$ cat config.mk
export PLATFORM = sky130hd
export DESIGN_NAME = bus_perf_monitor
export DESIGN_NICKNAME = d
export VERILOG_FILES = /design/src/rtl/pm_pkg.sv /design/src/rtl/pm_counter.sv /design/src/rtl/pm_beat_sel.sv /design/src/rtl/pm_ctrl.sv /design/src/rtl/pm_port.sv /design/src/rtl/bus_perf_monitor.sv
export SDC_FILE = /design/constraint.sdc
export NUM_CORES = 1
export LEC_CHECK = 0
export CAP_MARGIN = 0
export CORE_MARGIN = 2
export CORE_UTILIZATION = 60
export CTS_CLUSTER_DIAMETER = 80
export DETAILED_ROUTE_END_ITERATION = 10
export HOLD_SLACK_MARGIN = 0.03
export PLACE_DENSITY = 0.84
export SLEW_MARGIN = 20
export SYNTH_ARGS = -nofsm -noshare
export SYNTH_HDL_FRONTEND = slang
export SYNTH_HIERARCHICAL = 1
export SYNTH_SLANG_ARGS = --single-unit
$ cat constraint.sdc
create_clock -name clk -period 4.3 [get_ports clk]
set_input_delay 0.86 -clock clk [delete_from_list [all_inputs] [get_ports clk]]
set_output_delay 0.86 -clock clk [all_outputs]
set_load 0.01 [all_outputs]
$ cat src/rtl/pm_pkg.sv
package pm_pkg;
  localparam int NUM_EVT    = 4;
  localparam int ADDR_W     = 4;
  localparam int SEL_W      = 2;
  localparam int EN_W       = NUM_EVT + 1;
  localparam int EN_CYC_BIT = NUM_EVT;

  localparam int CTRL_RUN     = 0;
  localparam int CTRL_EVT_CLR = 1;
  localparam int CTRL_CYC_CLR = 2;

  localparam int SEL_RD_BIT = 0;
  localparam int SEL_WR_BIT = 1;

  // Select and counter blocks are aligned so that addr[1:0] is the lane index.
  typedef enum logic [ADDR_W-1:0] {
    A_CTRL   = 4'd0,
    A_EN_SET = 4'd1,
    A_EN_CLR = 4'd2,
    A_CYC    = 4'd3,
    A_SEL0   = 4'd4,
    A_SEL1   = 4'd5,
    A_SEL2   = 4'd6,
    A_SEL3   = 4'd7,
    A_EV0    = 4'd8,
    A_EV1    = 4'd9,
    A_EV2    = 4'd10,
    A_EV3_LO = 4'd11,
    A_EV3_HI = 4'd12
  } pm_reg_e;
endpackage

$ cat src/rtl/pm_counter.sv
module pm_counter #(
  parameter int W = 32
) (
  input  logic         clk,
  input  logic         rst_n,
  input  logic         clr,
  input  logic [1:0]   inc,
  output logic [W-1:0] count
);
  always_ff @(posedge clk) begin
    if (!rst_n)   count <= '0;
    else if (clr) count <= '0;
    else          count <= count + W'(inc);
  end

  // Per-cycle advance never exceeds two beats (wrap-aware difference).
  assert_step_bound_R5: assert property (@(posedge clk) disable iff (!rst_n)
    !clr |=> (count - $past(count)) <= W'(2));
endmodule

$ cat src/rtl/pm_beat_sel.sv
module pm_beat_sel import pm_pkg::*; (
  input  logic             gate,
  input  logic [SEL_W-1:0] sel,
  input  logic             rd_beat,
  input  logic             wr_beat,
  output logic [1:0]       inc
);
  logic take_rd, take_wr;

  always_comb begin
    take_rd = gate && sel[SEL_RD_BIT] && rd_beat;
    take_wr = gate && sel[SEL_WR_BIT] && wr_beat;
    inc     = 2'(take_rd) + 2'(take_wr);
  end
endmodule

$ cat src/rtl/pm_ctrl.sv
module pm_ctrl import pm_pkg::*; #(
  parameter int DATA_W = 32
) (
  input  logic                           clk,
  input  logic                           rst_n,
  input  logic                           wr_fire,
  input  logic [ADDR_W-1:0]              addr,
  input  logic [DATA_W-1:0]              wdata,
  output logic                           run,
  output logic [EN_W-1:0]                en,
  output logic [NUM_EVT-1:0][SEL_W-1:0]  sel,
  output logic                           evt_clr,
  output logic                           cyc_clr
);
  logic ctrl_hit;
  logic unused_wdata;

  assign unused_wdata = ^wdata;
  assign ctrl_hit     = wr_fire && (addr == A_CTRL);
  assign evt_clr      = ctrl_hit && wdata[CTRL_EVT_CLR];
  assign cyc_clr      = ctrl_hit && wdata[CTRL_CYC_CLR];

  always_ff @(posedge clk) begin
    if (!rst_n) begin
      run <= 1'b0;
      en  <= '0;
      sel <= '0;
    end else if (wr_fire) begin
      case (addr)
        A_CTRL:   run <= wdata[CTRL_RUN];
        A_EN_SET: en  <= en | wdata[EN_W-1:0];
        A_EN_CLR: en  <= en & ~wdata[EN_W-1:0];
        default: begin
          for (int i = 0; i < NUM_EVT; i++) begin
            if (addr == ADDR_W'(int'(A_SEL0) + i)) sel[i] <= wdata[SEL_W-1:0];
          end
        end
      endcase
    end
  end

  assert_mask_set_R2: assert property (@(posedge clk) disable iff (!rst_n)
    (wr_fire && addr == A_EN_SET) |=> ((en & $past(wdata[EN_W-1:0])) == $past(wdata[EN_W-1:0])));

  assert_mask_clr_R3: assert property (@(posedge clk) disable iff (!rst_n)
    (wr_fire && addr == A_EN_CLR) |=> ((en & $past(wdata[EN_W-1:0])) == '0));

  assert_hole_write_R11: assert property (@(posedge clk) disable iff (!rst_n)
    (wr_fire && addr > A_EV3_HI) |=> ($stable(run) && $stable(en) && $stable(sel)));
endmodule

$ cat src/rtl/pm_port.sv
module pm_port import pm_pkg::*; #(
  parameter int DATA_W = 32,
  parameter int CNT_W  = 32,
  parameter int WIDE_W = 40,
  parameter int LOW_W  = 8
) (
  input  logic                           clk,
  input  logic                           rst_n,
  input  logic                           cmd_valid,
  input  logic                           cmd_write,
  input  logic [ADDR_W-1:0]              cmd_addr,
  output logic                           cmd_ready,
  output logic                           wr_fire,
  output logic                           rsp_valid,
  input  logic                           rsp_ready,
  output logic [DATA_W-1:0]              rsp_data,
  input  logic                           run,
  input  logic [EN_W-1:0]                en,
  input  logic [NUM_EVT-1:0][SEL_W-1:0]  sel,
  input  logic [CNT_W-1:0]               cyc,
  input  logic [NUM_EVT-1:0][WIDE_W-1:0] ev_val
);
  localparam int HI_W = WIDE_W - LOW_W;

  logic              fire;
  logic [1:0]        lane;
  logic [DATA_W-1:0] rd_val;
  logic              unused_ev;

  assign unused_ev = ^ev_val;
  assign cmd_ready = !rsp_valid || rsp_ready;
  assign fire      = cmd_valid && cmd_ready;
  assign wr_fire   = fire && cmd_write;
  assign lane      = cmd_addr[1:0];

  always_comb begin
    rd_val = '0;
    case (cmd_addr)
      A_CTRL:                        rd_val[CTRL_RUN]   = run;
      A_EN_SET, A_EN_CLR:            rd_val[EN_W-1:0]   = en;
      A_CYC:                         rd_val[CNT_W-1:0]  = cyc;
      A_SEL0, A_SEL1, A_SEL2, A_SEL3: rd_val[SEL_W-1:0] = sel[lane];
      A_EV0, A_EV1, A_EV2:           rd_val[CNT_W-1:0]  = ev_val[lane][CNT_W-1:0];
      A_EV3_LO:                      rd_val[LOW_W-1:0]  = ev_val[NUM_EVT-1][LOW_W-1:0];
      A_EV3_HI:                      rd_val[HI_W-1:0]   = ev_val[NUM_EVT-1][WIDE_W-1:LOW_W];
      default:                       rd_val = '0;
    endcase
  end

  always_ff @(posedge clk) begin
    if (!rst_n) begin
      rsp_valid <= 1'b0;
      rsp_data  <= '0;
    end else if (fire) begin
      rsp_valid <= 1'b1;
      rsp_data  <= cmd_write ? '0 : rd_val;
    end else if (rsp_ready) begin
      rsp_valid <= 1'b0;
    end
  end

  assert_rsp_hold_R10: assert property (@(posedge clk) disable iff (!rst_n)
    (rsp_valid && !rsp_ready) |=> (rsp_valid && $stable(rsp_data)));

  assert_rsp_follows_R10: assert property (@(posedge clk) disable iff (!rst_n)
    (cmd_valid && cmd_ready) |=> rsp_valid);
endmodule

$ cat src/rtl/bus_perf_monitor.sv
module bus_perf_monitor import pm_pkg::*; #(
  parameter int CNT_W  = 32,
  parameter int WIDE_W = 40,
  parameter int LOW_W  = 8,
  parameter int DATA_W = 32
) (
  input  logic              clk,
  input  logic              rst_n,
  input  logic              cmd_valid,
  output logic              cmd_ready,
  input  logic              cmd_write,
  input  logic [ADDR_W-1:0] cmd_addr,
  input  logic [DATA_W-1:0] cmd_wdata,
  output logic              rsp_valid,
  input  logic              rsp_ready,
  output logic [DATA_W-1:0] rsp_data,
  input  logic              rd_beat,
  input  logic              wr_beat
);
  logic                           wr_fire;
  logic                           run;
  logic [EN_W-1:0]                en;
  logic [NUM_EVT-1:0][SEL_W-1:0]  sel;
  logic                           evt_clr, cyc_clr;
  logic [CNT_W-1:0]               cyc;
  logic [1:0]                     cyc_inc;
  logic [NUM_EVT-1:0][WIDE_W-1:0] ev_val;

  pm_ctrl #(.DATA_W(DATA_W)) u_ctrl (
    .clk(clk), .rst_n(rst_n), .wr_fire(wr_fire), .addr(cmd_addr), .wdata(cmd_wdata),
    .run(run), .en(en), .sel(sel), .evt_clr(evt_clr), .cyc_clr(cyc_clr)
  );

  assign cyc_inc = {1'b0, run && en[EN_CYC_BIT]};

  pm_counter #(.W(CNT_W)) u_cyc (
    .clk(clk), .rst_n(rst_n), .clr(cyc_clr), .inc(cyc_inc), .count(cyc)
  );

  for (genvar i = 0; i < NUM_EVT; i++) begin : g_lane
    logic [1:0] inc;

    pm_beat_sel u_sel (
      .gate(run && en[i]), .sel(sel[i]), .rd_beat(rd_beat), .wr_beat(wr_beat), .inc(inc)
    );

    if (i == NUM_EVT - 1) begin : g_wide
      pm_counter #(.W(WIDE_W)) u_cnt (
        .clk(clk), .rst_n(rst_n), .clr(evt_clr), .inc(inc), .count(ev_val[i])
      );
    end else begin : g_narrow
      logic [CNT_W-1:0] cnt;
      pm_counter #(.W(CNT_W)) u_cnt (
        .clk(clk), .rst_n(rst_n), .clr(evt_clr), .inc(inc), .count(cnt)
      );
      assign ev_val[i] = {{(WIDE_W-CNT_W){1'b0}}, cnt};
    end

    assert_evt_zero_R7: assert property (@(posedge clk) disable iff (!rst_n)
      evt_clr |=> (ev_val[i] == '0));

    assert_evt_frozen_R4: assert property (@(posedge clk) disable iff (!rst_n)
      (!run && !evt_clr) |=> $stable(ev_val[i]));

    assert_evt_masked_R3: assert property (@(posedge clk) disable iff (!rst_n)
      (!en[i] && !evt_clr) |=> $stable(ev_val[i]));
  end

  pm_port #(.DATA_W(DATA_W), .CNT_W(CNT_W), .WIDE_W(WIDE_W), .LOW_W(LOW_W)) u_port (
    .clk(clk), .rst_n(rst_n), .cmd_valid(cmd_valid), .cmd_write(cmd_write),
    .cmd_addr(cmd_addr), .cmd_ready(cmd_ready), .wr_fire(wr_fire),
    .rsp_valid(rsp_valid), .rsp_ready(rsp_ready), .rsp_data(rsp_data),
    .run(run), .en(en), .sel(sel), .cyc(cyc), .ev_val(ev_val)
  );

  assert_cyc_tick_R6: assert property (@(posedge clk) disable iff (!rst_n)
    (run && en[EN_CYC_BIT] && !cyc_clr) |=> (cyc == $past(cyc) + CNT_W'(1)));

  assert_cyc_zero_R7: assert property (@(posedge clk) disable iff (!rst_n)
    cyc_clr |=> (cyc == '0));

  assert_cyc_frozen_R4: assert property (@(posedge clk) disable iff (!rst_n)
    (!run && !cyc_clr) |=> $stable(cyc));
endmodule

**Yosys cells after proc, flatten, opt, wreduce, memory -nomap -nowiden**

Cells that the tools add are included.

- $add $sub $neg: 9
- Magnitude comparators: 1
- Equality and inequality tests: 12
- Multiplexer cells: 13
- Bitwise operators: 5
- Reductions and logical operators: 43

Operators by type and width:

| kind | number |
|---|---|
| $add 32x2->32 | 3 |
| $bmux 40 s2 | 1 |
| $pmux 24 s3 | 1 |
| $mux 32 | 2 |
| $add 40x2->40 | 1 |
| $add 32x1->32 | 1 |
| $logic_and 1x1->1 | 26 |
| $eq 4x4->1 const B | 5 |
| $eq 4x3->1 const B | 4 |
| $pmux 3 s5 | 1 |
| $pmux 3 s4 | 1 |
| $reduce_and 3->1 | 4 |
| $pmux 5 s2 | 1 |
| $add 1x1->2 | 4 |
| $eq 4x2->1 const B | 2 |
| $pmux 1 s7 | 1 |
| $pmux 1 s6 | 1 |
| $reduce_or 2->1 | 3 |
| $reduce_or 3->1 | 2 |
| $and 5x5->5 | 1 |
| $not 5->5 | 1 |
| $or 5x5->5 | 1 |
| $bmux 2 s2 | 1 |
| $eq 4x1->1 const B | 1 |
| 10 further kinds | 14 |

- Flip-flop bits (word level): 215
- Input bits: 43

**Depth between registers and ports, before layout**

- Depth after elaboration: 7
- Gate-level depth with buffers: 11
- Mapped depth without buffers: 10

**Cells and area by module**

Netlist, hierarchy kept.

Modules (own cells, without submodules):

| module | times used | cells each | area an instance (um^2) | sequential area each (um^2) |
|---|---|---|---|---|
| pm_counter at g_lane[0].g_narrow.u_cnt ... | 4 | 182 | 1550.2 | 640.6 |
| pm_port | 1 | 278 | 2541.2 | 660.6 |
| pm_counter at g_lane[3].g_wide.u_cnt | 1 | 245 | 2079.5 | 800.8 |
| pm_ctrl | 1 | 64 | 644.4 | 280.3 |
| pm_beat_sel | 4 | 3 | 25.0 | 0.0 |
| bus_perf_monitor | 1 | 6 | 35.0 | 0.0 |

**Worst setup path after synthesis**

No wires, ideal clock.

- Kind: input to register
- Start: input rd_beat
- End: register g_lane[3].g_wide.u_cnt.count[32]
- Library setup time: 0.070 ns
- Arrival time: 3.225 ns
- Slack: 1.005 ns
- Stages: 10
- Buffers on the path: 1
- Path through: and3_1 ha_1 ha_1 inv_1 fa_1 and4b_1 clkbuf_1 nand4_1 or4_1 a21oi_1

- Word-level cells in the longest chain between the ends: 3

RTL lines:

| what | line | source |
|---|---|---|
| start: declaration | bus_perf_monitor.sv:17 | `input logic rd_beat,` |
| $logic_and 1x1->1 | pm_beat_sel.sv:11 | `take_rd = gate && sel[SEL_RD_BIT] && rd_beat;` |
| $add 1x1->2 | pm_beat_sel.sv:13 | `inc = 2'(take_rd) + 2'(take_wr);` |
| net g_lane[3].inc[0] | bus_perf_monitor.sv:41 | `logic [1:0] inc;` |
| $add 40x2->40 | pm_counter.sv:13 | `else count <= count + W'(inc);` |
| end signal: assignment | pm_counter.sv:13 |  |
| end: declaration | pm_counter.sv:8 | `output logic [W-1:0] count` |

The timed path passes the listed nets, and every way through them passes these cells.
A chain may end at the register's enable or synchronous reset.

**Worst setup path after layout**

Ends and elaborated chain as after synthesis.

==> results.json <==
{
  "clkSlewWorstSetupHoldPaths_ns": 0.06,
  "post_cts_buffers": 0,
  "cts_made_buffers": 23,
  "fin_skew_ns": 0.009554,
  "final_area_mm2": 0.01302,
  "wl_per_cell_um": 18.75,
  "irDropWorstVdd_v": 0.0002800,
  "cts_root_buffer": "clkbuf_16",
  "crit_slowest_cell": "or4_1",
  "std_cell_rows": 50,
  "synth-seq-cells": 215,
  "timing.slew.headroom": 0.4513,
  "drtAntennaViolNets": 0,
  "grt_pass1_wl_mm": 48.93,
  "path_class": "primary input to flip-flop",
  "critPathMaxFanout": 10,
  "worstHoldEndpoint": "u_port/rsp_data[23]",
  "status": "completed",
  "initial_utilization": 0.6161,
  "first_global_vias": 9673,
  "r2r_end": "g_lane[3].g_wide.u_cnt/count[32]",
  "drv_cap": 0,
  "hp-start": "u_port/rsp_data[23]",
  "worst_slew_pin_slew_ns": 0.8218,
  "max_freq_mhz": 280.1,
  "rsz0062_at_grt": "false",
  "drt-initial-drc-count": 1235,
  "synth-edff-count": 0,
  "async_flop_share": 0,
  "finalNetCount": 1422,
  "cpPeakStageDelay_ns": 0.59,
  "period_minus_slack_ns": 3.570,
  "regToRegSetupSlack_ns": 1.05,
  "r2r-start": "u_ctrl/run",
  "synth_area_mm2": 0.01160,
  "required_ns": 4.75,
  "grt_antenna_before_repair": 0,
  "die_h_um": 143.1,
  "port_buffers": 49,
  "drc": 0,
  "grt_max_degree": 33,
  "fp.coreArea_mm2": 0.01883,
  "cts_tree": "yes",
  "clk_latency_ns": 0.51,
  "final_cells": 1637,
  "p_leak_uw": 0.004375,
  "setup_viol": 0,
  "routed_wirelength_mm": 30.69,
  "synth_ff_type": "dfxtp_1",
  "crit_top_cell": "ha_1",
  "fin_setup_tns_ns": 0,
  "vias_per_cell": 6.598,
  "ctsHoldBuffers": 0,
  "place_inst": 1595,
  "dp_hpwl_mm": 21.70,
  "cts-resized-gates": 0,
  "drv_slew": 0,
  "yosys.cell_types.count": 72,
  "ioPinCount": 77,
  "clock_sinks": 215,
  "critPathLaunchType": "primary input",
  "syn-mean-instance-area_um2": 8.703,
  "finalHoldViolations": 0,
  "fill_cells": 1495,
  "gp_congestion": 0.9232,
  "first_pass_iters": 7,
  "dpl_cell_area_mm2": 0.01217,
  "netlist_instances": 1333,
  "ys_seq_area_frac": 0.3710,
  "reg2reg_depth": 10,
  "die_x_um": 143.1,
  "end_kind": "flip-flop",
  "hold_depth": 2,
  "ys_warn_count": 6,
  "clk_path_buf_depth": 3,
  "globalRouteOverflowTotal": 0,
  "final_layout_size_suffix_gt1_frac": 0.07117,
  "syn2layout_area_growth_pct": 12.22,
  "routed-via-count": 10801,
  "hold_path.class": "flip-flop to flip-flop",
  "diodes": 0,
  "power_density_mw_per_mm2": 335.8,
  "h-tree-depth": 1,
  "cp.arrival_ns": 4.02,
  "grt_use_total": 0.2938,
  "dieArea_mm2": 0.02046,
  "min_period_over_period": 0.8302,
  "fin_util": 0.6914,
  "path_cells": "clkdlybuf4s50_1, and3_1, ha_1, ha_1, inv_1, fa_1, and4b_1, nand4_1, or4_1, a21oi_1"
}
[worst max path at each step]
stage | slack [ns] | to | cells after the start | from
floorplan | 1.00 | g_lane[3].g_wide.u_cnt/count[32] | 10 | rd_beat
global placement | 0.34 | g_lane[3].g_wide.u_cnt/count[34] | 10 | rd_beat
detailed placement | 0.26 | g_lane[3].g_wide.u_cnt/count[38] | 10 | rd_beat
CTS | 0.80 | g_lane[3].g_wide.u_cnt/count[38] | 10 | rd_beat
global route | 0.63 | g_lane[3].g_wide.u_cnt/count[32] | 10 | rd_beat
finish | 0.73 | g_lane[3].g_wide.u_cnt/count[32] | 10 | rd_beat
[cell families after synthesis]
group,share of synthesized area
xor gates and xnor gates,0.03991
DFF,0.3710
muxes,0.05975
AOI/OAI and AO/OA,0.1767
buffers and inverters,0.04789
adders and majority gates,0.02373
and+or+nand+nor,0.2807
other,0.0003232
[cell usage after synthesis (5+ instances only)]
cell | instances | share of area
and4b_1 | 5 | 0.0043
nand3_1 | 61 | 0.026
nand4b_1 | 5 | 0.0038
nor2b_1 | 7 | 0.0038
and3_1 | 30 | 0.016
inv_1 | 29 | 0.0094
nor2_1 | 70 | 0.023
nor3_1 | 6 | 0.0026
xnor2_1 | 18 | 0.014
nand2b_1 | 18 | 0.0097
and2_1 | 22 | 0.012
clkbuf_1 | 42 | 0.014
nor4_1 | 24 | 0.013
nand4_1 | 48 | 0.026
nand2_1 | 138 | 0.045
nand4_2 | 6 | 0.0065
and4_1 | 20 | 0.015
buf_6 | 16 | 0.016
or4_1 | 58 | 0.038
mux2i_1 | 64 | 0.055
buf_4 | 6 | 0.0039
xor2_1 | 33 | 0.025
fa_1 | 5 | 0.0086
o21ai_1 | 24 | 0.010
o31ai_1 | 50 | 0.032
o2bb2ai_1 | 33 | 0.025
or3_1 | 28 | 0.015
a222oi_1 | 26 | 0.022
buf_2 | 8 | 0.0035
a21oi_1 | 93 | 0.040
o21ai_0 | 30 | 0.013
ha_1 | 14 | 0.015
dfxtp_1 | 215 | 0.37
[stage by stage]
step / hold slack (ns) / setup slack [ns] / power, uW
6_report: 0.4463 / 0.7302 / 4371
5_1_grt: 0.4683 / 0.6293 / 4494
4_1_cts: 0.4488 / 0.7996 / 4394
3_5_place_dp: 0.4405 / 0.2607 / 2212
3_3_place_gp: 0.4365 / 0.3401 / 2208
2_1_floorplan: 0.4419 / 1.005 / 2159
[area by class of cell]
cell class	instances	area, um^2	share of cell area
Multi-Input combinational cell	1014	6751	0.5186
Sequential cell	215	4304	0.3306
Timing Repair Buffer	75	675.6	0.05190
Clock buffer	30	651.9	0.05007
Tap cell	260	325.3	0.02499
Clock inverter	12	193.9	0.01490
Inverter	31	116.4	0.008938
[power breakdown]
part,switching [uW],internal (uW)
logic,118,54.9
registers,4.37,2000
clock network,829,1370
[state kept, by name, indices dropped and copies added, names as in the netlist, named ones only]
name,cells
g_lane.g_narrow.u_cnt/count,96
g_lane.g_wide.u_cnt/count,40
u_cyc/count,32
u_port/rsp_data,32
u_ctrl/sel,8
u_ctrl/run,1
u_port/rsp_valid,1
[cells in the final DEF (no fill, tap or decap), drive strengths merged, types with 6 or more instances in the layout]
cell type and n:
nor2 70, and2 22, inv 32, ha 14
or4 59, nand2 138, xnor2 18, nand4 54
a21oi 93, xor2 34, clkbuf 30, buf 28
and4b 6, nor2b 8, and3 30, clkdlybuf4s50 47
a222oi 26, o2bb2ai 33, nor3 7, nor4 24
o31ai 50, o21ai 54, or3 29, nand2b 18
and4 22, nand3 61, mux2i 64, dfxtp 215
[worst max-delay path: cells and delay by family]
kind | cells | cell delay [ns]
and+or+nand+nor | 4 | 1.57
adders and majority gates | 3 | 0.93
buffers and inverters | 2 | 0.52
AOI/OAI and AO/OA | 1 | 0.14
[metal layers]
metal	vias to the layer above	part of all wire	GRT usage
li1	5123	-	-
met1	5171	0.42	0.3909
met2	429	0.47	0.4797
met3	78	0.074	0.04661
met4	0	0.036	0.1131
met5	-	0	0
Note: power is estimated with default switching activity, not from simulation.
